===== src/rtl/manch_rx.sv =====
module manch_rx #(
  parameter int OSR   = 8,
  parameter int MIN_W = 2,
  parameter int TOL   = 2
) (
  input  logic clk,
  input  logic rst,
  input  logic line_in,
  output logic rx_bit,
  output logic rx_valid,
  output logic carrier
);
  localparam int PW     = $clog2(OSR);
  localparam int SIL    = OSR + OSR / 2;
  localparam int CW     = $clog2(SIL + 1);
  localparam int FW     = $clog2(MIN_W + 1);
  localparam int PH_SMP = OSR / 4;
  localparam int PH_STB = OSR / 2 + OSR / 4;
  localparam int GAP_LO = OSR - 1 - TOL;
  localparam int GAP_HI = OSR - 1 + TOL;

  typedef enum logic [1:0] {IDLE, ACQ, LOCK} st_t;

  st_t           st;
  logic          s1, s2, lvl, lvl_q, smp;
  logic [FW-1:0] fcnt;
  logic [PW-1:0] ph;
  logic [CW-1:0] gap;
  logic [1:0]    step;

  wire          tr     = lvl ^ lvl_q;
  wire          in_win = (gap >= CW'(GAP_LO)) && (gap <= CW'(GAP_HI));
  wire [PW-1:0] ph_inc = (ph == PW'(OSR - 1)) ? '0 : ph + 1'b1;
  wire          near_mid = (ph == PW'(OSR - 1)) || (ph == '0) || (ph == PW'(1));

  always_ff @(posedge clk) begin
    if (rst) begin
      s1 <= 1'b0; s2 <= 1'b0; lvl <= 1'b0; lvl_q <= 1'b0; fcnt <= '0;
    end else begin
      s1    <= line_in;
      s2    <= s1;
      lvl_q <= lvl;
      if (s2 == lvl) fcnt <= '0;
      else if (fcnt == FW'(MIN_W - 1)) begin
        lvl  <= s2;
        fcnt <= '0;
      end else fcnt <= fcnt + 1'b1;
    end
  end

  always_ff @(posedge clk) begin
    if (rst) begin
      st <= IDLE; step <= '0; ph <= '0; gap <= '0; smp <= 1'b1;
      rx_bit <= 1'b1; rx_valid <= 1'b0; carrier <= 1'b0;
    end else begin
      rx_valid <= 1'b0;
      gap <= tr ? '0 : ((gap == CW'(SIL)) ? gap : gap + 1'b1);
      case (st)
        IDLE: begin
          ph      <= ph_inc;
          rx_bit  <= 1'b1;
          carrier <= 1'b0;
          if (tr && lvl) begin
            st   <= ACQ;
            step <= '0;
          end
        end
        ACQ: begin
          if (step == '0) ph <= ph_inc;
          if (tr) begin
            if (in_win && (lvl == step[0])) begin
              if (step == 2'd2) begin
                st <= LOCK;
                ph <= PW'(1);
              end else step <= step + 1'b1;
            end else if (lvl) step <= '0;
            else st <= IDLE;
          end else if (gap > CW'(GAP_HI)) st <= IDLE;
        end
        default: begin
          ph <= (tr && near_mid) ? PW'(1) : ph_inc;
          if (ph == PW'(PH_SMP)) smp <= lvl;
          if (ph == PW'(PH_STB)) begin
            if (carrier) begin
              rx_valid <= 1'b1;
              rx_bit   <= smp;
            end
            carrier <= 1'b1;
          end
          if (!tr && gap == CW'(SIL)) begin
            st       <= IDLE;
            carrier  <= 1'b0;
            rx_bit   <= 1'b1;
            rx_valid <= 1'b0;
          end
        end
      endcase
    end
  end


  valid_needs_carrier_chk: assert property (@(posedge clk) disable iff (rst)
    rx_valid |-> carrier);

  valid_single_chk: assert property (@(posedge clk) disable iff (rst)
    rx_valid |=> !rx_valid);

  idle_high_chk: assert property (@(posedge clk) disable iff (rst)
    !carrier |-> rx_bit);

  bit_hold_chk: assert property (@(posedge clk) disable iff (rst)
    !$stable(rx_bit) |-> (rx_valid || $fell(carrier)));

  silence_drop_chk: assert property (@(posedge clk) disable iff (rst)
    $fell(carrier) |-> ($past(gap) == CW'(SIL)));

  generate
    if (MIN_W >= 2) begin : g_flt_chk

      min_width_chk: assert property (@(posedge clk) disable iff (rst)
        (lvl != $past(lvl)) |-> (($past(s2) == lvl) && ($past(s2, 2) == lvl)));
    end
  endgenerate
endmodule


===== config.mk =====
export PLATFORM = sky130hd
export DESIGN_NAME = manch_rx
export DESIGN_NICKNAME = d
export VERILOG_FILES = /design/src/rtl/manch_rx.sv
export SDC_FILE = /design/constraint.sdc
export NUM_CORES = 1
export LEC_CHECK = 0
export BUFFER_PORTS_ARGS = -buffer_cell sky130_fd_sc_hd__buf_2
export CAP_MARGIN = 10
export CORE_MARGIN = 10
export CORE_UTILIZATION = 43
export CTS_BUF_LIST = sky130_fd_sc_hd__clkbuf_4 sky130_fd_sc_hd__clkbuf_8 sky130_fd_sc_hd__clkbuf_16
export DETAILED_ROUTE_END_ITERATION = 6
export PLACE_DENSITY = 0.73
export SETUP_SLACK_MARGIN = 0.3
export SLEW_MARGIN = 15
export SYNTH_ARGS = -nofsm -noshare
export SYNTH_HDL_FRONTEND = slang
export SYNTH_SLANG_ARGS = --single-unit

===== constraint.sdc =====
create_clock -name clk -period 1.66 [get_ports clk]
set_input_delay 0.166 -clock clk [delete_from_list [all_inputs] [get_ports clk]]
set_output_delay 0.166 -clock clk [all_outputs]
set_load 0.01 [all_outputs]

# Word-level counts from Yosys, hierarchy flattened
# Index checks and enable logic that the tools add are counted.
# Widths: inputs -> output; s select.
[op_classes] bitwise_logic=5 n_mux=29 n_reduce_logical=25 order_cmp=3 n_addsub=4 eq_ne=17
[ops] op="$mux 2" count=12
[ops] op="$mux 3" count=6
[ops] op="$reduce_and 5->1" count=2
[ops] op="$ne 3x3->1 const B" count=3
[ops] op="$reduce_bool 3->1" count=3
[ops] op="$ne 4x4->1 const B" count=2
[ops] op="$pmux 2 s2" count=2
[ops] op="$eq 3x3->1 const B" count=2
[ops] op="$mux 1" count=6
[ops] op="$pmux 3 s2" count=1
[ops] op="$reduce_and 2->1" count=3
[ops] op="$logic_and 1x1->1" count=5
[ops] op="$reduce_or 5->1" count=1
[ops] op="$add 2x1->2 const B" count=2
[ops] op="$add 4x1->4 const B" count=1
[ops] op="$eq 2x1->1 const B" count=2
[ops] op="$eq 4x4->1 const B" count=1
[ops] op="$ge 4x3->1 const B" count=1
[ops] op="$gt 4x4->1 const B" count=1
[ops] op="$le 4x4->1 const B" count=1
[ops] op="$logic_not 2->1" count=2
[ops] op="$ne 2x2->1 const B" count=2
[ops] op="$not 1->1" count=4
[ops] op="$pmux 1 s2" count=2
[ops] op="13 further kinds" count=16
[word_totals] inputBits=3 out_inout_bits=3 regBits=21

# Depth between registers and ports, before layout
# Gate-level depths: netlist (run 1).
[logic_depth] word_depth=7 depth_mapped=8 ltp_nobuf=7

# Worst setup path after synthesis (run 1)
# OpenSTA, ideal clock, no wires.
[synth_timing] path_type="reg2reg" startpoint="register gap[0]" endpoint="register step[0]" path_stages_with_launch=8 setup_slack_ns=-0.085 synth_period_minus_slack_ns=1.745 required_ns=1.589 setup_time_ns=0.071 arrival_time_ns=1.675 n_path_buf=0 cell_sequence="dfxtp_1 -> inv_1 -> ha_1 -> o21ai_2 -> a2bb2oi_4 -> mux2i_4 -> or3_1 -> a21oi_1"
[synth_between] elab_chain_len=6
[synth_lines] item="from (decl)" line_no="28" source="logic [CW-1:0] gap;"
[synth_lines] item="from (signal assigned)" line_no="57" source="gap <= tr ? '0 : ((gap == CW'(SIL)) ? gap : gap + 1'b1);"
[synth_lines] item="$ge 4x3->1 / $le 4x4->1 (equally long branches)" line_no="32" source="wire in_win = (gap >= CW'(GAP_LO)) && (gap <= CW'(GAP_HI));"
[synth_lines] item="$logic_and 1x1->1 (*)" line_no="32"
[synth_lines] item="$logic_and 1x1->1 (*)" line_no="71" source="if (in_win && (lvl == step[0])) begin"
[synth_lines] item="$mux 2" line_no="71"
[synth_lines] item="$mux 2" line_no="70" source="if (tr) begin"
[synth_lines] item="$pmux 2 s2" line_no="58" source="case (st)"
[synth_lines] item="to (signal assigned)" line_no="75" source="end else step <= step + 1'b1;"
[synth_lines] item="to (decl)" line_no="29" source="logic [1:0] step;"
# Every way passes the cells marked *; elsewhere a longest branch is shown, timed or not. The select of a mux whose other input is x is not followed.
# A chain may end at the register's enable or synchronous reset.

# Worst setup path in the final report (run 1)
[layout_timing] startpoint="register lvl_q" endpoint="register step[0]"
[layout_between] elab_chain_len=4
[layout_lines] item="from (decl)" line_no="25" source="logic s1, s2, lvl, lvl_q, smp;"
[layout_lines] item="from (signal assigned)" line_no="42" source="lvl_q <= lvl;"
[layout_lines] item="$xor 1x1->1 (*)" line_no="31" source="wire tr = lvl ^ lvl_q;"
[layout_lines] item="$logic_and 1x1->1" line_no="63" source="if (tr && lvl) begin"
[layout_lines] item="$ne 2x2->1 (no line)"
[layout_lines] item="$reduce_and 5->1 (no line) (*)"
# Every way passes the cells marked *; elsewhere a longest branch is shown, timed or not.

==> results.sh, run 1 <==
export IMPL_seq_area_frac_synth_pct=33.50
export IMPL_place_gp_congestion=0.7729
export IMPL_syn_area_um2=1255
export IMPL_detail_route_antenna_nets=0
export IMPL_period_share_pct=100.9
export IMPL_max_freq_mhz=597.0
export IMPL_std_cell_rows=19
export IMPL_synth_area_leader_cell="dfxtp_1"
export IMPL_overflow=0
export IMPL_dr_pass1_iters=4
export IMPL_vdd_drop_max_mv=0.5453
export IMPL_synth_distinct_cells=42
export IMPL_final_max_slew_viol_count=0
export IMPL_yosys_area_share_simple_pct=22.33
export IMPL_synth_async_reset_ratio_pct=0
export IMPL_antennaDiodeCount=0
export IMPL_clockRootBuffer="clkbuf_4"
export IMPL_synth_nets=152
export IMPL_cts_sinks=21
export IMPL_critPathKind="reg2reg"
export IMPL_fill_cells=227
export IMPL_critPathArrivalTime_ns=1.92
export IMPL_port_buffers=5
export IMPL_fin_skew_ns=0.006557
export IMPL_ff_latch_area_um2=432.9
export IMPL_fin_setup_tns_ns=-0.01501
export IMPL_fp_dieH_um=74.03
export IMPL_ys_ff_latch=21
export IMPL_hold_buffers=0
export IMPL_synthMuxAreaShare_pct=4.187
export IMPL_htree_levels=1
export IMPL_synth_compound_area_share_pct=18.64
export IMPL_final_area_um2=1677
export IMPL_powerDensity_nw_per_um2=689.8
export IMPL_dp_cells=177
export IMPL_endpoint_kind="register"
export IMPL_grt_pass1_wl_mm=4.554
export IMPL_hold_class="in2reg"
export IMPL_p_leak_nw=0.6570
export IMPL_wl_per_cell_um=14.41
export IMPL_worst_slew_pin_slew_ns=0.4853
export IMPL_drc_errors=0
export IMPL_synth_top_family_by_area="simple AND/OR/NAND/NOR gates"
export IMPL_grt_pass1_vias=1016
export IMPL_synth_flop_cell="dfxtp_1"
export IMPL_status="complete, but fails checks"
export IMPL_vias_per_cell=5.644
export IMPL_cts_tree="yes"
export IMPL_critPathTopFamily="simple AND/OR/NAND/NOR gates"
export IMPL_antenna_found_initial=0
export IMPL_violations="setup timing"
export IMPL_synthXorXnorAreaFrac_pct=2.792
export IMPL_crit_required_ns=1.91
export IMPL_netlist_instances=137
export IMPL_dpl_worst_slack_ns=-0.05072
export IMPL_synth_warning_count=0
export IMPL_hpwl_mm=1.844
export IMPL_synth_fa_ha_area_share_pct=11.96
export IMPL_clockBufferDepth=2
export IMPL_crit_chain="inv_2 -> ha_4 -> or4_4 -> mux2i_4 -> o211ai_1 -> a21oi_2"
export IMPL_synth_area_top_cells="dfxtp_1 33%, ha_1 12%, nor2_1 4.2%"
export IMPL_grtUsageTotal_pct=10.10
export IMPL_die_area_um2=5480
export IMPL_grt_setup_unrepaired="yes"
export IMPL_cap_violations=0
export IMPL_worst_hold_slack_ns=0.05837
export IMPL_synth_edf_count=0
export IMPL_postLayoutCoreUtil_pct=60.28
export IMPL_hold_viol=0
export IMPL_die_w_um=74.03
export IMPL_core_um2=2781
export IMPL_layout_cells_non_filler=194
export IMPL_cpMaxStageDelayCell="or4_4"
export IMPL_slew_headroom_pct=66.81
export IMPL_multiInputGateArea_um2=918.4
export IMPL_setup_slack_ns=-0.01501
export IMPL_area_delta_synth_final_pct=33.60
export IMPL_path_buf_inv=1
export IMPL_synth_top_area_share_pct=33.50
export IMPL_num_io_pins=6
export IMPL_place_area_um2=1429
export IMPL_clk_latency_ns=0.31
export IMPL_routed_wl_mm=2.795
export IMPL_clkTransAtPathRegs_ns=0.11
export IMPL_cp_start_kind="register"
export IMPL_cts_inserted_buffers=3
export IMPL_slowest_delay_ns=0.49
export IMPL_drive_gt1_share_pct=42.33
export IMPL_grt_max_degree=12
export IMPL_finalSetupViolCount=1
export IMPL_initial_core_util_pct=45.12
export IMPL_fin_crit_ns=1.675
export IMPL_power_mw=1.157
export IMPL_syn_avg_cell_area_um2=9.160
export IMPL_vias=1095
export IMPL_fin_nets=179
export IMPL_crit_fanout=6
export IMPL_drt_iter0_markers=52
## cell usage in the layout, fill, tap and decap left out, types with 5 or more instances in the layout
cell and n:
o211ai_1 5, nor2_1 14, ha_1 8, buf_2 5, inv_1 7, dfxtp_1 15
buf_6 6, buf_4 16
## logic make-up after synthesis
| family | Yosys count |
|---|---|
| AOI/OAI and AO/OA | 30 |
| buffers and inverters | 16 |
| and+or+nand+nor | 50 |
| muxes | 4 |
| xor gates and xnor gates | 4 |
| DFF | 21 |
| adders and majority gates | 12 |
## cell usage after synthesis (all sizes together) (4+ instances only)
library cell	count
dfxtp	21
nor2	14
ha	12
inv	11
a21oi	7
nand2	7
nand3	5
o211ai	5
mux2i	4
nor3	4
or3	4
## sequential cells by signal, summed over array words and instances, names as in the netlist
register  cells
rx_bit        1
s1            1
s2            1
smp           1
lvl_q         1
rx_valid      1
lvl           1
st            2
ph            3
step          2
gap           4
carrier       1
fcnt          2
## per-layer routing
layer	up-vias	track usage [%]	wire (um)
met2	12	17.99	1412
met1	528	11.26	1247
li1	548	-	-
met4	0	3.313	45
met5	-	0	0
met3	7	2.793	90
## cell type report
type	instances	share of cell area, %
timing repair buffer	27	12.69
tap	31	2.313
sequential	21	25.82
inverter	11	2.612
multi-input combinational	100	54.78
clock buffer	4	1.791
## worst reg2reg max path, stage by stage (launching register included)
cell and delay (ns):
dfxtp_2 0.34, inv_2 0.04, ha_4 0.26, or4_4 0.49
mux2i_4 0.20, o211ai_1 0.13, a21oi_2 0.16
## power by group
part / switching, mW / total [mW] / internal [mW]
registers: 0.0243 / 0.551 / 0.527
logic: 0.173 / 0.333 / 0.160
clock network: 0.162 / 0.272 / 0.110
total: 0.359 / 1.16 / 0.798
## path summary, 6_finish.rpt
| check | from | to | slack (ns) | cells after the start |
|---|---|---|---|---|
| max | lvl_q | step[0] | -0.02 | 6 |
| min reg2reg | fcnt[0] | fcnt[0] | 0.43 | 1 |
| min | line_in | s1 | 0.06 | 2 |
| max reg2reg | lvl_q | step[0] | -0.02 | 6 |
## timing repair
item,in CTS,in global routing
resized for setup,11,15
setup endpoints to repair,7,9
hold endpoints to repair,0,0
pin swaps,13,12
buffers inserted,7,6
Power figures use the tool's default switching activity.
==> run 2, diff against run 1 <==
ABC_AREA = 1   (was unset)
CTS_CLUSTER_SIZE = 30   (was unset)
==> run 2 against run 1 <==
  * The flow now finishes without violations
  * Via count is 1.9% lower
  * Largest power group unchanged
  * Flip-flop and latch count unchanged
  * Worst hold slack got worse by 0.014 ns
  * Synthesized area fell by 4.8%
  * Worst setup slack improved by 0.22 ns
  * Non-clock buffer count shrank 13
  * Sequential power rose by 3%
  * Highest routed layer unchanged
==> results.sh, run 2 <==
export IMPL_fill_cells=267
export IMPL_largest_reg_flops=4
export IMPL_final_max_slew_viol_count=0
export IMPL_clk_latency_ns=0.31
export IMPL_p_seq_share_pct=51.1
export IMPL_die_w_um=72.72
export IMPL_top_register="gap"
export IMPL_comb_power_share_pct=26.1
export IMPL_period_share_pct=87.47
export IMPL_drc_errors=0
export IMPL_detail_route_antenna_nets=0
export IMPL_layout_common_cells="21 x inv_1, 16 x nand2_1, 16 x dfxtp_1"
export IMPL_clockRootBuffer="clkbuf_4"
export IMPL_pwr_share_clk_pct=22.7
export IMPL_overflow=0
export IMPL_hpwl_mm=1.872
export IMPL_synth_area_top_cells="dfxtp_1 35%, ha_1 13%, inv_1 7.9%"
export IMPL_wl_per_cell_um=12.74
export IMPL_vias_per_cell=5.265
export IMPL_fin_setup_tns_ns=0
export IMPL_p_int_uw=754.9
export IMPL_swShare_pct=32.06
export IMPL_synth_nets=171
export IMPL_yosys_cell_count_top_type="inv_1"
export IMPL_wl_met1_mm=1.121
export IMPL_clockBufferDepth=2
export IMPL_routed_wl_mm=2.598
export IMPL_status="completed"
export IMPL_ff_latch_area_um2=431.7
export IMPL_largestRegisters="gap x4, ph x3"
export IMPL_cts_tree="yes"
export IMPL_cts_inserted_buffers=3
export IMPL_synth_area_leader_cell="dfxtp_1"
export IMPL_grtUsageTotal_pct=10.62
export IMPL_synth_distinct_cells=26
export IMPL_ys_ff_latch=21
export IMPL_place_gp_congestion=0.8643
export IMPL_cap_violations=0
export IMPL_grt_pass1_wl_mm=4.547
export IMPL_syn_area_um2=1195
export IMPL_vias=1074
export IMPL_max_freq_mhz=688.7
export IMPL_critPathKind="reg2reg"
export IMPL_num_io_pins=6
export IMPL_worst_slew_pin_slew_ns=0.2216
export IMPL_dr_wl_met2_mm=1.295
export IMPL_place_area_um2=1285
export IMPL_grt_pass1_vias=1132
export IMPL_core_um2=2710
export IMPL_crit_required_ns=1.87
export IMPL_grt_setup_unrepaired="yes"
export IMPL_final_area_um2=1409
export IMPL_powerDensity_nw_per_um2=788.7
export IMPL_antenna_found_initial=0
export IMPL_vdd_drop_max_mv=0.6204
export IMPL_endpoint_kind="register"
export IMPL_synth_top_area_share_pct=35.18
export IMPL_syn_avg_cell_area_um2=7.660
export IMPL_netlist_instances=156
export IMPL_htree_levels=1
export IMPL_seq_area_frac_synth_pct=35.18
export IMPL_fin_skew_ns=0.004739
export IMPL_initial_core_util_pct=44.09
export IMPL_cp_start_kind="register"
export IMPL_cts_sinks=21
export IMPL_p_leak_nw=0.6100
export IMPL_fin_nets=189
export IMPL_clkTransAtPathRegs_ns=0.12
export IMPL_hold_buffers=0
export IMPL_synth_async_reset_ratio_pct=0
export IMPL_std_cell_rows=19
export IMPL_drt_iter0_markers=37
export IMPL_fin_crit_ns=1.452
export IMPL_drive_gt1_share_pct=31.21
export IMPL_slew_headroom_pct=85.12
export IMPL_finalSetupViolCount=0
export IMPL_hold_viol=0
export IMPL_synth_flop_cell="dfxtp_1"
export IMPL_hold_class="in2reg"
export IMPL_crit_fanout=3
export IMPL_multiInputGateArea_um2=709.4
export IMPL_antennaDiodeCount=0
export IMPL_port_buffers=5
export IMPL_synth_common_cells="25 x inv_1, 21 x dfxtp_1, 19 x nand2_1, 14 x nor2_1"
export IMPL_area_delta_synth_final_pct=17.91
export IMPL_met3WireLength_um=104
export IMPL_top_layer="met4"
export IMPL_synth_edf_count=0
export IMPL_dr_pass1_iters=4
export IMPL_fp_dieH_um=72.72
export IMPL_p_sw_uw=356.2
export IMPL_synth_warning_count=0
export IMPL_grt_max_degree=13
export IMPL_die_area_um2=5287
export IMPL_layout_commonest_cell="inv_1"
export IMPL_critPathArrivalTime_ns=1.66
-- run 2: final timing paths --
check / startpoint / cells after the start / slack, ns / to
max reg2reg: gap[1] / 12 / 0.21 / st[0]
max: gap[1] / 12 / 0.21 / st[0]
min: line_in / 3 / 0.04 / s1
min reg2reg: s1 / 2 / 0.42 / s2
-- run 2: area by class of cell --
class / instances / area share (%)
timing repair buffer: 14 / 6.572
sequential: 21 / 30.64
multi-input combinational: 106 / 50.36
clock inverter: 1 / 0.3552
clock buffer: 3 / 1.599
tap: 31 / 2.753
inverter: 28 / 7.726
-- run 2: cell families (layout without fill, tap and decap cells) --
logic type	after synthesis	after routing	share of synthesized area, %
compound gates	25	25	12.04
fa+ha+maj	12	12	12.57
mux	2	2	1.885
buf+inv	29	46	9.214
simple gates	66	66	28.38
xor+xnor	1	1	0.7331
flops	21	21	35.18
-- run 2: power groups by stage --
stage / Combinational [mW] / Clock (mW) / Sequential, mW
finish: 0.290 / 0.253 / 0.568
floorplan: 0.200 / 0 / 0.574
detailed placement: 0.244 / 0 / 0.581
global placement: 0.232 / 0 / 0.578
CTS: 0.273 / 0.256 / 0.568
global route: 0.331 / 0.283 / 0.571
-- run 2: worst max-delay path, cell delays in order, from the launching register on --
cell and delay [ns]:
dfxtp_2 0.37, inv_4 0.05, ha_4 0.16, inv_2 0.04, nand2_1 0.04, nand2_1 0.06
nand2_2 0.07, buf_4 0.14, buf_4 0.12, nand4_1 0.10, nand3_1 0.07, nand2_1 0.06
a21oi_1 0.05
-- run 2: metal layers --
layer	vias up	GRT usage [%]
met5	-	0
met4	0	6.329
met3	9	3.401
met2	20	19.17
met1	495	10.24
li1	550	-
-- run 2: per-stage QoR --
stage	hold WS (ns)	total power, mW	cells	util [%]	setup slack (ns)
floorplan	0.2730	0.7736	156	-	0.2992
detailed placement	0.3824	0.8250	191	47.41	0.08143
CTS	0.04947	1.096	202	50.97	0.2315
global route	0.04764	1.185	204	51.99	0.08522
finish	0.04434	1.111	204	51.99	0.2080
global placement	0.3748	0.8107	191	47.41	0.1110
-- run 2: what timing repair did --
action / CTS / global route
gates cloned: 0 / 0
pin swaps: 4 / 3
resized for setup: 9 / 4
setup endpoints to repair: 12 / 12
buffers inserted: 7 / 2
==> run 3, diff against run 2 <==
CORE_MARGIN = unset   (was 10)
PLACE_DENSITY = unset   (was 0.73)
==> run 3 against run 2 <==
  * Via count decreased by 2.1%
  * Die area shrank 43%
  * Worst hold slack lost 0.0024 ns
  * Cell area increased by 1.2%
  * Register-to-register slack better by 0.02 ns
  * Final cell count fell by 1.5%
  * Total power up 1.5%
  * Clock-buffer cell count unchanged
==> results.sh, run 3 (same netlist as run 2, synthesis figures left out) <==
export IMPL_overflow=0
export IMPL_port_buffers=5
export IMPL_cts_inserted_buffers=3
export IMPL_clk_latency_ns=0.31
export IMPL_slew_headroom_pct=81.13
export IMPL_fill_cells=243
export IMPL_place_gp_congestion=0.8341
export IMPL_cp_start_kind="register"
export IMPL_p_leak_nw=0.6044
export IMPL_cts_tree="yes"
export IMPL_dr_pass1_iters=5
export IMPL_antenna_found_initial=0
export IMPL_fin_setup_tns_ns=0
export IMPL_grtUsageTotal_pct=18.90
export IMPL_htree_levels=1
export IMPL_vias=1051
export IMPL_largest_reg_flops=4
export IMPL_grt_setup_unrepaired="yes"
export IMPL_endpoint_kind="register"
export IMPL_hold_class="in2reg"
export IMPL_powerDensity_nw_per_um2=790.6
export IMPL_layout_common_cells="22 x inv_1, 16 x nand2_1, 15 x dfxtp_1"
export IMPL_num_io_pins=6
export IMPL_cts_sinks=21
export IMPL_max_freq_mhz=698.5
export IMPL_clockRootBuffer="clkbuf_4"
export IMPL_period_share_pct=86.24
export IMPL_clkTransAtPathRegs_ns=0.13
export IMPL_die_area_um2=2994
export IMPL_area_delta_synth_final_pct=19.37
export IMPL_worst_slew_pin_slew_ns=0.2827
export IMPL_fin_skew_ns=0.01476
export IMPL_final_area_um2=1426
export IMPL_vias_per_cell=5.229
export IMPL_cap_violations=0
export IMPL_core_um2=2545
export IMPL_status="completed"
export IMPL_fp_dieH_um=54.72
export IMPL_top_register="gap"
export IMPL_drt_iter0_markers=20
export IMPL_std_cell_rows=18
export IMPL_clockBufferDepth=2
export IMPL_critPathArrivalTime_ns=1.64
export IMPL_fin_nets=187
export IMPL_grt_pass1_wl_mm=4.015
export IMPL_drc_errors=0
export IMPL_finalSetupViolCount=0
export IMPL_largestRegisters="gap x4, ph x3"
export IMPL_worst_hold_slack_ns=0.04197
export IMPL_antennaDiodeCount=0
export IMPL_power_mw=1.128
export IMPL_layout_commonest_cell="inv_1"
export IMPL_drive_gt1_share_pct=30.99
export IMPL_detail_route_antenna_nets=0
export IMPL_crit_required_ns=1.87
export IMPL_postLayoutCoreUtil_pct=56.05
export IMPL_fin_crit_ns=1.432
export IMPL_critPathKind="reg2reg"
export IMPL_wl_per_cell_um=12.22
export IMPL_vdd_drop_max_mv=0.5576
export IMPL_place_area_um2=1284
export IMPL_die_w_um=54.72
export IMPL_routed_wl_mm=2.457
export IMPL_crit_fanout=4
export IMPL_initial_core_util_pct=46.95
export IMPL_hold_viol=0
export IMPL_final_max_slew_viol_count=0
export IMPL_grt_max_degree=13
export IMPL_hpwl_mm=1.790
export IMPL_grt_pass1_vias=922
run 3: final timing paths:
check | from | end | slack (ns) | cells after the start
worst max-delay path | gap[0] | step[0] | 0.23 | 12
worst min-delay path | line_in | s1 | 0.04 | 3
worst max register to register | gap[0] | step[0] | 0.23 | 12
worst min register to register | s1 | s2 | 0.42 | 2
run 3: cell type report:
cell class	count	area, um2	share of cell area (%)
Timing Repair Buffer	12	77.57	5.439
Multi-Input combinational cell	106	742.0	52.02
Inverter	28	108.9	7.632
Sequential cell	21	432.9	30.35
Clock inverter	1	5.005	0.3509
Clock buffer	3	22.52	1.579
Tap cell	30	37.54	2.632
run 3: repair_timing:
item	in CTS	in global routing
hold buffers	0	0
resized for setup	10	7
pin swaps	8	2
endpoints found under the setup margin	12	11
buffers inserted	7	0
run 3: report_power, final:
part           internal (mW)  total, mW  leakage [nW]  switching [mW]
clock                 0.0900      0.251        0.0177           0.161
sequential             0.537      0.571         0.174          0.0335
combinational          0.136      0.306         0.413           0.170
run 3: per-layer routing:
layer	wire (um)	GRT usage (%)	up-vias
met5	0	0	-
met4	46	6.410	0
met3	121	2.500	7
met2	1186	31.53	25
met1	1102	24.59	481
li1	-	-	538
run 3: critical path: stages (launching register included):
cell	delay, ns
dfxtp_4	0.39
inv_2	0.05
ha_4	0.18
nand2_2	0.06
nand2_2	0.06
nand2_4	0.08
nand3_4	0.10
nor2_4	0.12
nand2_2	0.07
nand3_2	0.09
nand2_1	0.05
nand2_1	0.07
nor2_2	0.03
run 3: metrics by stage:
step                      std cells  setup slack (ns)
after detailed placement        190            0.1454
after global routing            201            0.1398
after floorplan                 156            0.2992
after CTS                       201            0.2342
after global placement          190            0.1070
final                           201            0.2283
